$ cat src/rtl/sdc_pkg.sv
package sdc_pkg;
  // Mode code that selects the ones-counting sampler.
  localparam logic [4:0] MODE_ONES_COUNT = 5'b11000;

  // Window length with zero mapped to the longest window.
  function automatic logic [31:0] window_len(input logic [31:0] x, input int unsigned w);
    return (x == 32'd0) ? (32'd1 << w) : x;
  endfunction
endpackage

$ cat src/rtl/sdc_gate.sv
module sdc_gate
  import sdc_pkg::*;
(
  input  logic       rst,
  input  logic [4:0] mode_sel,
  input  logic       dir_run,
  output logic       run
);
  // Counting runs only out of reset, with run high and the right mode.
  always_comb run = !rst && dir_run && (mode_sel == MODE_ONES_COUNT);
endmodule

$ cat src/rtl/sdc_accum.sv
module sdc_accum #(
  parameter int PERIOD_W = 16
) (
  input  logic                clk,
  input  logic                rst,
  input  logic                run,
  input  logic [PERIOD_W-1:0] period_x,
  input  logic                bit_in,
  output logic                done,
  output logic [PERIOD_W:0]   total
);
  localparam int CNT_W = PERIOD_W + 1;

  logic [CNT_W-1:0] phase;
  logic [CNT_W-1:0] ones;
  logic [CNT_W-1:0] win_len;
  logic [CNT_W-1:0] phase_nxt;
  logic             last_bit;

  always_comb begin
    win_len   = (period_x == '0) ? (CNT_W'(1) << PERIOD_W) : {1'b0, period_x};
    phase_nxt = phase + CNT_W'(1);
    last_bit  = (phase_nxt >= win_len);
    done      = run && last_bit;
    total     = ones + {{(CNT_W-1){1'b0}}, bit_in};
  end

  always_ff @(posedge clk) begin
    if (!run) begin
      phase <= '0;
      ones  <= '0;
    end else if (last_bit) begin
      phase <= '0;
      ones  <= '0;
    end else begin
      phase <= phase_nxt;
      ones  <= total;
    end
  end

  // the running count can never exceed the bits taken in so far
  assert_count_within_phase_R6: assert property (@(posedge clk) disable iff (rst)
    ones <= phase);

  // a stopped block restarts its window from nothing
  assert_idle_clears_window_R2: assert property (@(posedge clk) disable iff (rst)
    !run |=> (phase == '0 && ones == '0));
endmodule

$ cat src/rtl/sdc_sample_reg.sv
module sdc_sample_reg #(
  parameter int PERIOD_W = 16
) (
  input  logic              clk,
  input  logic              rst,
  input  logic              run,
  input  logic              load,
  input  logic [PERIOD_W:0] value,
  input  logic              ack,
  output logic [PERIOD_W:0] z,
  output logic              flag
);
  always_ff @(posedge clk) begin
    if (!run) begin
      z    <= '0;
      flag <= 1'b0;
    end else begin
      if (load) z <= value;
      flag <= load || (flag && !ack);
    end
  end

  // publication raises the flag, even with a simultaneous ack
  assert_flag_on_publish_R7: assert property (@(posedge clk) disable iff (rst)
    (run && load) |=> flag);

  // an ack with nothing new drops the flag
  assert_ack_clears_flag_R7: assert property (@(posedge clk) disable iff (rst)
    (ack && !load) |=> !flag);

  // the sample holds between publications while running
  assert_sample_holds_R9: assert property (@(posedge clk) disable iff (rst)
    (run && $past(run) && !$past(load)) |-> $stable(z));
endmodule

$ cat src/rtl/sdc_sample_counter.sv
module sdc_sample_counter
  import sdc_pkg::*;
#(
  parameter int PERIOD_W = 16
) (
  input  logic                clk,
  input  logic                rst,
  input  logic [4:0]          mode_sel,
  input  logic [PERIOD_W-1:0] period_x,
  input  logic                dir_run,
  input  logic                ack,
  input  logic                bit_in,
  output logic [PERIOD_W:0]   sample_z,
  output logic                sample_flag
);
  localparam int CNT_W = PERIOD_W + 1;

  logic             run;
  logic             done;
  logic [CNT_W-1:0] total;

  sdc_gate u_gate (
    .rst      (rst),
    .mode_sel (mode_sel),
    .dir_run  (dir_run),
    .run      (run)
  );

  sdc_accum #(.PERIOD_W(PERIOD_W)) u_accum (
    .clk      (clk),
    .rst      (rst),
    .run      (run),
    .period_x (period_x),
    .bit_in   (bit_in),
    .done     (done),
    .total    (total)
  );

  sdc_sample_reg #(.PERIOD_W(PERIOD_W)) u_sample (
    .clk   (clk),
    .rst   (rst),
    .run   (run),
    .load  (done),
    .value (total),
    .ack   (ack),
    .z     (sample_z),
    .flag  (sample_flag)
  );

  // a foreign mode leaves the outputs cleared
  assert_foreign_mode_idle_R1: assert property (@(posedge clk) disable iff (rst)
    (mode_sel != MODE_ONES_COUNT) |=> (sample_z == '0 && !sample_flag));

  // a freshly published sample fits within its window
  assert_no_overflow_R6: assert property (@(posedge clk) disable iff (rst)
    $rose(sample_flag) |-> (32'(sample_z) <= window_len(32'($past(period_x)), PERIOD_W)));
endmodule

$ cat config.mk
export PLATFORM = sky130hd
export DESIGN_NAME = sdc_sample_counter
export DESIGN_NICKNAME = d
export VERILOG_FILES = /design/src/rtl/sdc_pkg.sv /design/src/rtl/sdc_gate.sv /design/src/rtl/sdc_accum.sv /design/src/rtl/sdc_sample_reg.sv /design/src/rtl/sdc_sample_counter.sv
export SDC_FILE = /design/constraint.sdc
export NUM_CORES = 1
export LEC_CHECK = 0
export BUFFER_PORTS_ARGS = -buffer_cell sky130_fd_sc_hd__buf_2
export CAP_MARGIN = 20
export CORE_MARGIN = 2
export CORE_UTILIZATION = 45
export CTS_CLUSTER_DIAMETER = 80
export DETAILED_ROUTE_END_ITERATION = 16
export HOLD_SLACK_MARGIN = 0.08
export PLACE_DENSITY = 0.75
export RECOVER_POWER = 50
export SLEW_MARGIN = 20
export SYNTH_ARGS = -nofsm -noshare
export SYNTH_HDL_FRONTEND = slang
export SYNTH_HIERARCHICAL = 1
export SYNTH_SLANG_ARGS = --single-unit
$ cat constraint.sdc
create_clock -name clk -period 4.05 [get_ports clk]
set_input_delay 0.6075 -clock clk [delete_from_list [all_inputs] [get_ports clk]]
set_output_delay 0.6075 -clock clk [all_outputs]
set_load 0.05 [all_outputs]
==> impl_metrics.py, run 1 <==
metrics = {
    "clocking": {
        "clock_latency_ns": 0.31,
        "cts_sinks": 52,
        "cts_hold_buf": 0,
        "h-tree-depth": 2,
        "postCtsSetupBuffers": 0,
        "clockRootBuffer": "clkbuf_8",
        "cts_tree": "built",
        "clk_pin_slew_ns": 0.09,
        "cts_resized": 0,
        "clk_path_buf_depth": 2,
        "cts_buffers": 5,
    },
    "yosys": {
        "synth_top_area_share_pct": 38.1,
        "yosysWarnings": 6,
        "synth-edff-count": 0,
        "synth-seq-area-share_pct": 38.1,
        "ys_top_cells_by_area": "dfxtp_1, nor2b_1, ha_1",
        "synth-seq-cells": 52,
        "ys_async_sr_fraction_pct": 0,
        "syn_area_mm2": 0.00273,
        "synth_top_cell_by_area": "dfxtp_1",
        "syn_nets": 334,
        "avgSynthCellArea_um2": 9.48,
        "synth_ff_type": "dfxtp_1",
        "postSynthCellCount": 288,
        "ys_types": 34,
    },
    "pwr": {
        "peakVddDrop_v": 0.000129,
        "powerDensity_mw_per_mm2": 274,
        "finalPower_uw": 839,
        "leakagePower_nw": 1.18,
    },
    "drt": {
        "vias": 2053,
        "wirelength_mm": 5.01,
        "routedWlPerCell_um": 12.3,
        "via_per_inst": 5.02,
        "drt_iter0_markers": 60,
        "drc_errors": 0,
        "ant_nets": 0,
        "dr.pass1.iters": 5,
    },
    "sta": {
        "max_freq_mhz": 292,
        "worst-slew-pin-transition_ns": 0.615,
        "skew_ns": 0.00912,
        "rsz0062_at_grt": "false",
        "post-route-period-util_pct": 84.5,
        "min_period_ns": 3.42,
        "final_max_slew_viol_count": 0,
        "hold_viol_final": 0,
        "setup_viol": 0,
        "relSlewSlack_pct": 59.2,
        "setup_slack_ns": 0.628,
        "setup_tns_ns": 0,
    },
    "placement": {
        "pre_cts_slack_ns": 0.621,
        "portBuffers": 43,
        "placed_cell_area_mm2": 0.00300,
        "dp_hpwl_mm": 3.99,
        "gp_congestion": 0.820,
    },
    "setup_path": {
        "cp.depth": 12,
        "crit_chain": "ha_1, and2_0, nand4_1, xnor2_1, ha_1, nand4_1, or4_4, o211ai_1, and2_1, buf_4, mux2i_1, nor2b_1",
        "critical-path-top-delay-family": "simple AND/OR/NAND/NOR gates",
        "path_class": "register to register",
        "slowest_delay_ns": 0.55,
        "cp_num_buf_inv": 1,
        "rr_worst_depth": 12,
        "crit_path_start_kind": "register",
        "endpoint_kind": "register",
        "worstPathRequired_ns": 4.25,
        "crit_path_max_fanout": 18,
        "cp_slowest_cell": "or4_4",
        "cp.arrival_ns": 3.62,
    },
    "finish": {
        "syn_to_final_growth_pct": 12.2,
        "drive_gt1_share_pct": 14.7,
        "nFillCells": 572,
        "fin_nets": 379,
        "final_area_mm2": 0.00306,
        "antenna_cells": 0,
    },
    "flow_run": {
        "maxCapViolCount": 0,
    },
    "global_routing": {
        "antenna_found_initial": 0,
        "grt_overflow": 0,
        "grt_pass1_wl_mm": 8.40,
        "grt_pass1_vias": 1935,
        "grt_max_degree": 26,
        "grtUsageTotal_pct": 16.5,
    },
    "floorplanning": {
        "start_util_pct": 46.4,
        "fp.dieW_um": 81.9,
        "io-pin-count": 44,
        "die_area_mm2": 0.00671,
        "die_y_um": 81.9,
        "coreArea_mm2": 0.00589,
        "num_rows": 28,
    },
    "hold_path": {
        "hold_class": "register to register",
        "hold_depth": 2,
    },
    "outcome": {
        "status": "finished clean",
    },
}
through the flow:
stage / cells / util (%) / hold WS (ns)
after floorplan: 288 / - / 0.473
after global placement: 401 / 50.9 / 0.493
after detailed placement: 401 / 50.9 / 0.501
after CTS: 409 / 52.5 / 0.527
after global routing: 409 / 52.0 / 0.548
final: 409 / 52.0 / 0.526
cells in the final DEF (no fill, tap or decap), drive strengths merged, types with 3 or more instances in the layout:
cell,synthesis,routed
ha,20,20
nand4,9,9
inv,19,20
nand3,14,14
nor2,14,14
buf,5,28
and2,3,3
xnor2,17,17
nand2,19,19
xor2,13,13
nor2b,49,49
and4,4,4
mux2i,17,17
nor4,7,7
dfxtp,52,52
nor3,3,3
clkbuf,3,23
a21oi,6,6
flip-flops by register name (all words and copies together), names as in the netlist:
signal	flops
u_sample/flag	1
u_accum/ones	17
u_accum/phase	17
u_sample/z	17
where the power goes:
| group | switching [mW] | total (mW) | internal [mW] |
|---|---|---|---|
| registers | 0.000121 | 0.511 | 0.511 |
| clock network | 0.173 | 0.296 | 0.123 |
| logic | 0.0159 | 0.0318 | 0.0159 |
| total | 0.190 | 0.839 | 0.650 |
cell usage after synthesis (2+ instances only):
| master | number |
|---|---|
| nand3_1 | 14 |
| xor2_1 | 13 |
| dfxtp_1 | 52 |
| and3_1 | 2 |
| nor2_1 | 10 |
| nor2b_1 | 43 |
| o21ai_0 | 2 |
| buf_6 | 4 |
| xnor2_1 | 17 |
| nor2b_2 | 6 |
| inv_1 | 19 |
| and2_1 | 3 |
| mux2i_1 | 17 |
| a21oi_1 | 6 |
| and4_1 | 4 |
| nor4_1 | 6 |
| nor3_1 | 3 |
| nand4_1 | 8 |
| o21a_1 | 2 |
| clkbuf_1 | 3 |
| ha_1 | 20 |
| nor2_2 | 4 |
| nand2_1 | 19 |
tightest hold or removal path: cells and delay by family, from the launching register on:
family           cells  cell delay, ns
and+or+nand+nor      1            0.05
DFF                  1            0.32
muxes                1            0.11
metal layers:
layer	GRT usage, %	routed length (µm)	vias to the layer above
met2	29.4	2520	40
li1	-	-	1058
met3	3.96	202	7
met1	18.9	2210	948
met5	0	0	-
met4	6.00	82	0
logic make-up (layout without fill, tap and decap cells):
| kind of cell | after synthesis | after routing | synth area share (%) |
|---|---|---|---|
| XOR/XNOR | 30 | 30 | 9.62 |
| AO/OA/AOI/OAI | 16 | 16 | 4.35 |
| multiplexers | 17 | 17 | 6.23 |
| adder cells (fa/ha/maj) | 20 | 20 | 9.17 |
| flip-flops | 52 | 52 | 38.1 |
| buffers and inverters | 27 | 73 | 5.41 |
| AND/OR/NAND/NOR | 126 | 126 | 27.1 |
area by class of cell:
type                       instances  area (µm²)  area share (%)
multi-input combinational        209        1540            50.2
clock buffer                       5        68.8            2.25
tap                               75        93.8            3.06
sequential                        52        1040            34.0
timing repair buffer              46         228            7.43
clock inverter                     3        21.3           0.694
inverter                          19        71.3            2.33
worst paths after layout:
check / start / endpoint / slack, ns
worst max-delay path: u_accum/phase[0] / u_sample/z[1] / 0.63
worst min register to register: u_sample/z[0] / u_sample/z[0] / 0.53
worst min-delay path: u_sample/z[0] / u_sample/z[0] / 0.53
worst max register to register: u_accum/phase[0] / u_sample/z[1] / 0.63
Note: power is estimated with default switching activity, not from simulation.
==> inputs of run 2 (changes only) <==
--- a/config.mk
+++ b/config.mk
@@ -12,7 +12,7 @@
 export CTS_CLUSTER_DIAMETER = 80
 export DETAILED_ROUTE_END_ITERATION = 16
 export HOLD_SLACK_MARGIN = 0.08
-export PLACE_DENSITY = 0.75
+export PLACE_DENSITY = 0.77
 export RECOVER_POWER = 50
 export SLEW_MARGIN = 20
 export SYNTH_ARGS = -nofsm -noshare
==> constraint.sdc (replaced) <==
create_clock -name clk -period 3.1 [get_ports clk]
set_input_delay 0.465 -clock clk [delete_from_list [all_inputs] [get_ports clk]]
set_output_delay 0.465 -clock clk [all_outputs]
set_load 0.05 [all_outputs]
==> run 2 against run 1 <==
Effect of this change:
- non-clock buffer count increased by 21
- clock-buffer cell count unchanged
- hold slack got worse by 0.077 ns
- critical endpoint is now u_sample/z[13]
- first-iteration DRC count unchanged
- power increased by 52%
- fmax increased by 15%
- combinational power increased by 41%
- sequential share of layout area decreased by 2.6 points
- critical path depth increased by 1
- sequential power increased by 31%
==> impl_metrics.py, run 2 (synthesis results as in run 1) <==
metrics = {
    "outcome": {
        "status": "finished clean",
    },
    "clocking": {
        "cts_tree": "built",
        "cts_hold_buf": 0,
        "clk_path_buf_depth": 2,
        "cts_sinks": 52,
        "clk_pin_slew_ns": 0.11,
        "cts_buffers": 5,
        "clock_latency_ns": 0.32,
        "h-tree-depth": 2,
        "clockRootBuffer": "clkbuf_8",
    },
    "pwr": {
        "comb_power_share_pct": 3.5,
        "finalPower_mw": 1.28,
        "p_seq_share_pct": 52.3,
        "leakagePower_nw": 1.32,
        "p_sw_share_pct": 20.4,
        "p_sw_uw": 260,
        "p_clk_share_pct": 44.2,
        "powerDensity_mw_per_mm2": 381,
        "peakVddDrop_v": 0.000189,
        "p_int_mw": 1.01,
    },
    "finish": {
        "final_util_pct": 56.9,
        "nFillCells": 519,
        "antenna_cells": 0,
        "mostFrequentLayoutCells": "dfxtp_1, nor2b_1, buf_2",
        "reg.largest.list": "u_accum/ones (17), u_accum/phase (17), u_sample/z (17)",
        "layout_commonest_cell": "dfxtp_1",
        "final_cells": 430,
        "multi_input_area_mm2": 0.00156,
        "syn_to_final_growth_pct": 22.7,
        "seq_area_mm2": 0.00105,
        "fin_nets": 400,
        "drive_gt1_share_pct": 24.2,
    },
    "global_routing": {
        "grt_pass1_wl_mm": 8.63,
        "grt_overflow": 0,
        "grtUsageTotal_pct": 16.7,
        "antenna_found_initial": 0,
        "grt_pass1_vias": 1965,
        "grt_max_degree": 31,
    },
    "sta": {
        "setup_slack_ns": 0.119,
        "worst-slew-pin-transition_ns": 0.607,
        "hold_viol_final": 0,
        "hold_slack_ns": 0.449,
        "post-route-period-util_pct": 96.2,
        "final_max_slew_viol_count": 0,
        "min_period_ns": 2.98,
        "setup_viol": 0,
        "max_freq_mhz": 335,
        "skew_ns": 0.0156,
        "relSlewSlack_pct": 59.7,
    },
    "drt": {
        "wirelength_mm": 5.78,
        "routedWlPerCell_um": 13.4,
        "dr.pass1.iters": 4,
        "drc_errors": 0,
        "vias": 2142,
        "via_per_inst": 4.98,
        "drt_iter0_markers": 60,
        "ant_nets": 0,
    },
    "hold_path": {
        "hold_class": "primary input to register",
    },
    "setup_path": {
        "slowest_delay_ns": 0.49,
        "endpoint_kind": "register",
        "path_class": "register to register",
        "worstPathRequired_ns": 3.30,
        "crit_top_cell": "and2_4",
        "crit_path_max_fanout": 5,
        "crit_path_start_kind": "register",
        "crit_chain": "ha_2, and2_4, buf_4, nand3_1, xnor2_1, ha_1, nand2_1, or4_4, o211ai_1, and2_4, clkbuf_16, mux2i_1, nor2b_1",
        "cp_slowest_cell": "or4_4",
        "cp.arrival_ns": 3.18,
    },
    "placement": {
        "gp_congestion": 0.948,
        "dp_hpwl_mm": 4.05,
        "place_inst": 416,
        "portBuffers": 43,
        "pre_cts_slack_ns": -0.0610,
    },
    "floorplanning": {
        "die_y_um": 81.9,
        "num_rows": 28,
        "io-pin-count": 44,
        "coreArea_mm2": 0.00589,
        "die_area_mm2": 0.00671,
        "start_util_pct": 46.4,
        "fp.dieW_um": 81.9,
    },
    "flow_run": {
        "maxCapViolCount": 0,
    },
}
==> run 2: power groups by stage <==
| stage | registers [mW] | clock network (mW) | logic (mW) |
|---|---|---|---|
| final | 0.667 | 0.564 | 0.0447 |
| after global routing | 0.667 | 0.598 | 0.0499 |
| after detailed placement | 0.683 | 0 | 0.0440 |
| after floorplan | 0.683 | 0 | 0.0195 |
| after global placement | 0.683 | 0 | 0.0423 |
| after CTS | 0.668 | 0.572 | 0.0444 |
==> run 2: path summary, 6_finish.rpt <==
| check | cells after the start | slack (ns) | start | to |
|---|---|---|---|---|
| setup reg to reg | 13 | 0.12 | u_accum/phase[0] | u_sample/z[13] |
| hold / removal | 3 | 0.45 | ack | u_sample/flag |
| hold reg to reg | 2 | 0.53 | u_sample/z[14] | u_sample/z[14] |
| setup / recovery | 13 | 0.12 | u_accum/phase[0] | u_sample/z[13] |
==> run 2: critical path, delay by kind of cell (launching register included) <==
kind,cells,cell delay [ns]
flip-flops,1,0.37
buffers and inverters,2,0.28
multiplexers,1,0.18
XOR/XNOR,1,0.15
adder cells (fa/ha/maj),2,0.54
AO/OA/AOI/OAI,1,0.21
AND/OR/NAND/NOR,6,1.13
==> run 2: stage by stage <==
step / TNS [ns] / cell area [µm²]
detailed placement: -0.670 / 3120
global placement: -0.382 / 3120
global route: -0.360 / 3350
floorplan: 0 / 2730
finish: 0 / 3350
CTS: 0 / 3270
==> run 2: per-layer routing <==
metal,part of all wire [%],track usage (%),up-vias
li1,-,-,1103
met1,43,19.3,988
met2,52,30.5,42
met3,3.2,2.64,9
met4,1.4,7.00,0
met5,0,0,-
==> run 2: layout make-up <==
type	count	area share, %
Tap cell	75	2.80
Timing Repair Buffer	67	12.9
Multi-Input combinational cell	209	46.6
Clock buffer	5	2.05
Sequential cell	52	31.4
Inverter	19	2.13
Clock inverter	3	2.05
==> run 2: what timing repair did <==
action,in CTS,in global routing
setup endpoints to repair,3,41
pin swaps,1,6
setup buffers,0,3
gates resized for setup,3,17
gates cloned,0,3
